File: src/rtl/i2c_shift_pkg.sv
package i2c_shift_pkg;
    localparam int unsigned DEF_DATA_W = 8;

    typedef enum logic {
        DIR_RX = 1'b0,
        DIR_TX = 1'b1
    } dir_e;
endpackage

File: src/rtl/i2c_scl_edge.sv
module i2c_scl_edge (
    input  logic clk,
    input  logic rst_n,
    input  logic scl_in,
    output logic scl_rise,
    output logic scl_fall
);
    logic prev_d, prev_q;

    always_comb begin
        prev_d   = scl_in;
        scl_rise = scl_in & ~prev_q;
        scl_fall = ~scl_in & prev_q;
    end

    always_ff @(posedge clk or negedge rst_n) begin
        if (!rst_n) prev_q <= 1'b1;
        else        prev_q <= prev_d;
    end
endmodule

File: src/rtl/i2c_shift_core.sv
module i2c_shift_core
    import i2c_shift_pkg::*;
#(
    parameter int unsigned DATA_W = DEF_DATA_W
) (
    input  logic              clk,
    input  logic              rst_n,
    input  logic              scl_in,
    input  logic              scl_rise,
    input  logic              scl_fall,
    input  logic              sda_in,
    input  logic              tx_mode,
    input  logic              ack_en,
    input  logic              arm,
    input  logic              cpu_wr,
    input  logic [DATA_W-1:0] cpu_wdata,
    output logic              sda_drive_low,
    output logic              byte_done,
    output logic              ack_rx,
    output logic [DATA_W-1:0] data_out,
    output logic              busy
);
    localparam int unsigned PERIODS = DATA_W + 1;
    localparam int unsigned CNT_W   = $clog2(PERIODS + 1);
    localparam logic [CNT_W-1:0] LAST_DATA = CNT_W'(DATA_W);
    localparam logic [CNT_W-1:0] LAST_ALL  = CNT_W'(PERIODS);

    typedef struct packed {
        logic [DATA_W:0]  chain;
        logic [CNT_W-1:0] cnt;
        logic             busy;
        dir_e             dir;
        logic             ack_hold;
        logic             drive;
        logic             done;
        logic             ack_seen;
    } state_t;

    state_t st_d, st_q;

    always_comb begin
        st_d      = st_q;
        st_d.done = 1'b0;
        if (!st_q.busy) begin
            if (cpu_wr) st_d.chain = {cpu_wdata, 1'b1};
            if (arm) begin
                st_d.busy     = 1'b1;
                st_d.cnt      = '0;
                st_d.dir      = dir_e'(tx_mode);
                st_d.ack_hold = ack_en;
                st_d.drive    = tx_mode & ~st_d.chain[DATA_W];
            end
        end else begin
            if (scl_rise && (st_q.cnt < LAST_ALL)) begin
                st_d.chain = {st_q.chain[DATA_W-1:0], sda_in};
                st_d.cnt   = st_q.cnt + 1'b1;
            end
            if (scl_fall) begin
                if (st_q.cnt == LAST_ALL) begin
                    st_d.done  = 1'b1;
                    st_d.busy  = 1'b0;
                    st_d.drive = 1'b0;
                    if (st_q.dir == DIR_TX) st_d.ack_seen = st_q.chain[0];
                end else if (st_q.cnt == LAST_DATA) begin
                    st_d.drive = (st_q.dir == DIR_RX) & st_q.ack_hold;
                end else if (st_q.cnt != '0) begin
                    st_d.drive = (st_q.dir == DIR_TX) & ~st_q.chain[DATA_W];
                end
            end
        end
    end

    always_ff @(posedge clk or negedge rst_n) begin
        if (!rst_n) begin
            st_q.chain    <= '0;
            st_q.cnt      <= '0;
            st_q.busy     <= 1'b0;
            st_q.dir      <= DIR_RX;
            st_q.ack_hold <= 1'b0;
            st_q.drive    <= 1'b0;
            st_q.done     <= 1'b0;
            st_q.ack_seen <= 1'b0;
        end else begin
            st_q <= st_d;
        end
    end

    assign sda_drive_low = st_q.drive;
    assign byte_done     = st_q.done;
    assign ack_rx        = st_q.ack_seen;
    assign data_out      = st_q.chain[DATA_W:1];
    assign busy          = st_q.busy;

    AST_DRIVE_SCL_LOW: assert property (@(posedge clk) disable iff (!rst_n)
        (sda_drive_low != $past(sda_drive_low)) |-> !$past(scl_in));
    AST_RX_QUIET: assert property (@(posedge clk) disable iff (!rst_n)
        (st_q.busy && st_q.dir == DIR_RX && st_q.cnt < LAST_DATA) |-> !sda_drive_low);
    AST_DONE_PULSE: assert property (@(posedge clk) disable iff (!rst_n)
        byte_done |-> (!busy && !sda_drive_low) ##1 !byte_done);
    AST_CNT_RANGE: assert property (@(posedge clk) disable iff (!rst_n)
        st_q.cnt <= LAST_ALL);
    AST_WRITE_IGNORED: assert property (@(posedge clk) disable iff (!rst_n)
        (busy && cpu_wr && !scl_rise) |=> $stable(data_out));
endmodule

File: src/rtl/i2c_byte_shifter.sv
module i2c_byte_shifter (
    input  logic       clk,
    input  logic       rst_n,
    input  logic       scl_in,
    input  logic       sda_in,
    input  logic       tx_mode,
    input  logic       ack_en,
    input  logic       arm,
    input  logic       cpu_wr,
    input  logic [7:0] cpu_wdata,
    output logic       sda_drive_low,
    output logic       byte_done,
    output logic       ack_rx,
    output logic [7:0] data_out,
    output logic       busy
);
    logic scl_rise, scl_fall;

    i2c_scl_edge u_edge (
        .clk      (clk),
        .rst_n    (rst_n),
        .scl_in   (scl_in),
        .scl_rise (scl_rise),
        .scl_fall (scl_fall)
    );

    i2c_shift_core #(.DATA_W(8)) u_core (
        .clk           (clk),
        .rst_n         (rst_n),
        .scl_in        (scl_in),
        .scl_rise      (scl_rise),
        .scl_fall      (scl_fall),
        .sda_in        (sda_in),
        .tx_mode       (tx_mode),
        .ack_en        (ack_en),
        .arm           (arm),
        .cpu_wr        (cpu_wr),
        .cpu_wdata     (cpu_wdata),
        .sda_drive_low (sda_drive_low),
        .byte_done     (byte_done),
        .ack_rx        (ack_rx),
        .data_out      (data_out),
        .busy          (busy)
    );

    AST_DONE_AFTER_BUSY: assert property (@(posedge clk) disable iff (!rst_n)
        $rose(byte_done) |-> $past(busy));
endmodule

File: config.mk
export PLATFORM = sky130hd
export DESIGN_NAME = i2c_byte_shifter
export DESIGN_NICKNAME = d
export VERILOG_FILES = /design/src/rtl/i2c_shift_pkg.sv /design/src/rtl/i2c_scl_edge.sv /design/src/rtl/i2c_shift_core.sv /design/src/rtl/i2c_byte_shifter.sv
export SDC_FILE = /design/constraint.sdc
export NUM_CORES = 1
export LEC_CHECK = 0
export BUFFER_PORTS_ARGS = -buffer_cell sky130_fd_sc_hd__buf_2
export CAP_MARGIN = 20
export CORE_MARGIN = 4
export CORE_UTILIZATION = 49
export CTS_CLUSTER_SIZE = 16
export DETAILED_ROUTE_END_ITERATION = 6
export PLACE_DENSITY_LB_ADDON = 0.12
export SYNTH_ARGS = -nofsm -noshare
export SYNTH_HDL_FRONTEND = slang
export SYNTH_SLANG_ARGS = --single-unit
File: constraint.sdc
create_clock -name clk -period 2.1 [get_ports clk]
set_clock_uncertainty 0.15 [all_clocks]
set_input_delay 0.42 -clock clk [delete_from_list [all_inputs] [get_ports clk]]
set_output_delay 0.42 -clock clk [all_outputs]
set_load 0.03 [all_outputs]
# Word-level counts from Yosys, hierarchy flattened
# Index checks and enable logic that the tools add are counted.
[op_classes] n_reduce_logical=9 order_cmp=1 bitwise=11 n_shift=0 div_mod_pow=0 mul=0 eq_ne=5 n_addsub=1 muxes=15
[op_table] operator="$mux W9" n=2
[op_table] operator="$mux W14" n=1
[op_table] operator="$mux W13" n=1
[op_table] operator="$eq A4 B4 Y1 const B" n=2
[op_table] operator="$mux W8" n=1
[op_table] operator="$mux W1" n=7
[op_table] operator="$not A1 Y1" n=6
[op_table] operator="$reduce_and A2 Y1" n=3
[op_table] operator="$and A1 B1 Y1" n=5
[op_table] operator="$add A4 B1 Y4 const B" n=1
[op_table] operator="$lt A4 B4 Y1 const B" n=1
[op_table] operator="$mux W2" n=2
[op_table] operator="$ne A2 B2 Y1 const B" n=2
[op_table] operator="$ne A4 B4 Y1 const B" n=1
[op_table] operator="$reduce_and A4 Y1" n=1
[op_table] operator="$reduce_bool A2 Y1" n=2
[op_table] operator="$reduce_bool A4 Y1" n=1
[op_table] operator="$mux W3" n=1
[op_table] operator="$reduce_and A3 Y1" n=1
[op_table] operator="$logic_and A1 B1 Y1" n=1
[word_totals] latch_bits=0 out_inout_bits=12 mem_bits_ro=0 mem_bits_rw=0 elab_cells=52 input_bits=16 memories=0 ff_bits=20

# Logic depth before layout (Yosys ltp)
[logic_depth] ltp_word=7 ltp_mapped=7 mapped_depth_nobuf=6

# Cells and area by module
# From an unflattened synthesis, not the netlist that was laid out.
[hier_totals] cells_unflattened=114 area_unflattened_um2=1162.4
[by_module_without_submodules] mod="i2c_shift_core" seq_area_each_um2=475.5 area_each_um2=1121.1 instances=1 cells_per_inst=111
[by_module_without_submodules] mod="i2c_scl_edge" seq_area_each_um2=26.3 area_each_um2=41.3 instances=1 cells_per_inst=3

# Worst setup path after synthesis
# No wires, ideal clock.
[synth_path] path_type="reg2reg" from="register u_core.busy (netlist name)" to="register u_core.st_q[8] (netlist name)" n_path_buf=1 stages_incl_launch_ff=6 synth_period_minus_slack_ps=1684 setup_ps=79 t_arrival_ps=1455 t_required_ps=1871 slack_ps=416 path_cell_list="dfrtp_1 -> buf_4 -> and3b_1 -> a21bo_1 -> mux2_4 -> mux2i_1"
[synth_between] elab_chain_cells=2 elab_cells_between_ends=4 classes_between="1 x eq/ne; 1 x mux; 2 x reduce/logical"
[synth_lines] item="$ne A2 B2 Y1 (no line) / $reduce_bool A2 Y1 (equally long branches)"
[synth_lines] item="$reduce_and A2 Y1 (no line)"
[synth_lines] item="end signal, assigned" line_no="i2c_shift_core.sv:84" text="st_q <= st_d;"
[synth_lines] item="end, declared" line_no="i2c_shift_core.sv:39" text="state_t st_d, st_q;"
# Parallel ways exist; a longest one is shown, timed or not.
# A chain may end at the register's enable or synchronous reset.

# Final worst setup path
[layout_path] from="register u_core.st_q[6] (netlist name)" to="register u_core.st_q[8] (netlist name)"
[layout_between] elab_chain_cells=4 elab_cells_between_ends=7 classes_between="1 x add/sub; 1 x order compare; 1 x eq/ne; 2 x mux; 2 x reduce/logical"
[layout_lines] item="$lt A4 B4 Y1" line_no="i2c_shift_core.sv:54" text="if (scl_rise && (st_q.cnt < LAST_ALL)) begin"
[layout_lines] item="$logic_and A1 B1 Y1" line_no="i2c_shift_core.sv:54"
[layout_lines] item="$ne A2 B2 Y1 (no line)"
[layout_lines] item="$reduce_and A2 Y1 (no line)"
# Parallel ways exist; a longest one is shown, timed or not. The select of a mux whose other input is x is not followed.

==> metrics.txt <==
status finished clean; post-CTS setup buffer count 0; first drt pass iteration count 3; gpl congestion 0.756; HP Class primary input to flop; largest net degree at the start of global routing 21; PortBufs 27; TritonCTS clock tree yes; FF/Latch Area 502 um2; Final ANT Viol Nets 0; Clk Tree Root Cell clkbuf_4; Inst Count DP 157; CTS resizes 0; clk_lat worst skew 0.29 ns; Final HPWL DP 1.71 mm; number of inserted diodes 0; Final period util 0.882; P per Cell Area 1210 mW/mm2; area fraction of the dominant cell type after synthesis 0.433; setup TNS 0 ns; Syn-to-layout area delta 12.9%; syn nets 133; gr busiest metal met2; vias in the first global route 859; met2 Track Usage GR 0.242; total grt overflow 0; Synth cell types 30; Clock Pin Slew Worst Setup and Hold Paths 0.12 ns; CTS hold repair buffers 1; initial antenna violation count 0; layout cells sized above 1 0.267; unrepaired setup endpoints after global routing no; DRC errors left 0; slowest CP cell dfrtp_1; IO Count 28; f_max 0.540 GHz; final setup vio count 0; critical-path maximum fanout 11; GR Layer Usage met3 0.0233; Setup crit start u_core.st_q[6]$_DFFE_PN0P_; crit path kind flop to flop; DR WL/cell 13.9 um; Synth Instances 113; clock sink count 20; actual slew at the worst max-slew pin 0.462 ns; starting density of the core 0.538; Synth Register Bits 20; Req. time, crit path 2.18 ns; CP endpoint kind flop; Worst slew margin 0.691; Initial DRC Count 6; synth warn 0; startpoint types flop; Layout Nets 156; Final Hold Fails 0; Reg2Reg Setup Slack 0.25 ns; cts bufs inserted 3; area of the multi-input gates 499 um2; GR Util met1 0.229; r2r startpoint u_core.st_q[6]$_DFFE_PN0P_; worst hold endpoint u_edge.prev_q$_DFF_PN1_; Hold Path Depth 1; Rows 16; overall die width 55.4 um; Crit path arrival time 1.93 ns; final worst path period need 1.85 ns; synth top area cells dfrtp_1 (43%), buf_4 (6.2%), nand2_1 (5.8%); core area 0.00204 mm2; global-route wire length before repair 3.97 mm; Bufs and invs on worst path 1; syn_area_per_cell 9.72 um2; Finished Layout Cells 162; Worst VDD drop 813 uV; Die H 55.4 um; critical-path cell list inv_1 > ha_1 > nand2b_1 > a21bo_1 > mux2_4 > mux2i_1; Max clock buf depth 2; Final Max Tran Viols 0; family with the most delay on the worst path multiplexers; max cap viols 0; Via density 5.15; Die ar. 0.00306 mm2; static leakage 0.613 nW; final wirelength 2.25 mm; worst hold path startpoint scl_in; Vias 834; post-synthesis sequential area ratio 0.457; largest area contributor in the netlist dfrtp_1; GR Util All Layers 0.158; max incr delay on CP 0.44 ns; worst flop-to-flop path endpoint u_core.st_q[8]$_DFFE_PN0P_; R2R depth 6; mapped cell area 0.00110 mm2; CTS HTree Levels 1; Fillers 200
==> cells in the final DEF, fill, tap and decap left out, types with 2 or more instances in the layout <==
master	instances
nand3b_1	4
dfrtp_1	19
inv_1	3
mux2i_1	4
o211ai_1	6
buf_2	27
o21ai_0	2
buf_4	3
nor3_1	4
clkbuf_4	3
a21oi_1	3
nor2b_1	2
a22oi_1	6
nand3_1	3
nand2_1	17
nand2b_1	5
nor2_1	6
ha_1	4
==> cells in the mapped netlist <==
master and instances:
nor2b_1 2, mux2_2 1, clkbuf_1 1, mux2_4 1, nand2b_1 5, buf_4 9, a211oi_1 1, a21oi_1 3
mux2i_1 4, dfstp_2 1, nand2_1 17, nor2_1 6, nor3b_1 1, o21ai_0 2, xnor2_1 1, ha_1 4
a21boi_1 1, nand3_1 3, a21bo_1 1, nor3_1 4, and3b_1 1, a31oi_1 1, a211o_1 1, a22oi_1 6
dfrtp_1 19, o211ai_1 6, buf_2 3, o31ai_1 1, nand3b_1 4, inv_1 3
==> worst register-to-register path, stage by stage (launching register included) <==
cell	delay, ns
dfrtp_1	0.44
inv_1	0.09
ha_1	0.21
nand2b_1	0.11
a21bo_1	0.33
mux2_4	0.33
mux2i_1	0.13
==> through the flow <==
stage               power, mW  utilization  worst slack, ns  area (um2)  hold WS (ns)
CTS                      1.52        0.607            0.238        1240        0.0781
floorplan                1.22            -            0.416        1100       -0.0256
global placement         1.30        0.589            0.350        1200         0.247
finish                   1.50        0.607            0.247        1240        0.0855
global route             1.62        0.607            0.114        1240        0.0646
detailed placement       1.33        0.589            0.265        1200         0.247
==> final cells by class <==
cell class              instances  area share
inverters                       3     0.00908
multi-input cells              77       0.403
flip-flops and latches         20       0.405
well taps                      27      0.0272
repair buffers                 31       0.135
clock buffers                   4      0.0212
==> logic make-up (layout without fill, tap and decap cells) <==
logic type	count (synthesis)	in the layout	share of synthesized area
and+or+nand+nor	43	43	0.192
AOI/OAI and AO/OA	23	23	0.148
DFF	20	20	0.457
buffers and inverters	16	38	0.0888
muxes	6	6	0.0604
adders and majority gates	4	4	0.0456
xor gates and xnor gates	1	1	0.00797
==> metal layers <==
metal,routed length (um),vias to the layer above,part of all wire
li1,-,428,-
met1,1140,389,0.51
met2,1030,15,0.46
met3,68,2,0.030
met4,12,0,0.0053
met5,0,-,0
==> report_power, final <==
part	switching (mW)	internal, mW	leakage [nW]
Combinational	0.392	0.250	0.352
Clock	0.118	0.0738	0.0150
Sequential	0.135	0.531	0.246
==> worst max-delay path by stage <==
stage / end / slack (ns) / cells after the start
final: u_core.st_q[8]$_DFFE_PN0P_ / 0.25 / 6
after global routing: u_core.st_q[8]$_DFFE_PN0P_ / 0.11 / 6
after CTS: u_core.st_q[8]$_DFFE_PN0P_ / 0.24 / 6
after detailed placement: u_core.st_q[8]$_DFFE_PN0P_ / 0.27 / 6
after global placement: u_core.st_q[8]$_DFFE_PN0P_ / 0.35 / 6
after floorplan: u_core.st_q[8]$_DFFE_PN0P_ / 0.42 / 5
==> flip-flops by register name, indices dropped and copies added (netlist names) <==
name	count
u_core.data_out	8
u_core.st_q	7
u_core.ack_rx	1
u_core.busy	1
u_core.byte_done	1
u_core.sda_drive_low	1
u_edge.prev_q	1
No activity file was read; power rests on OpenSTA's default activity.
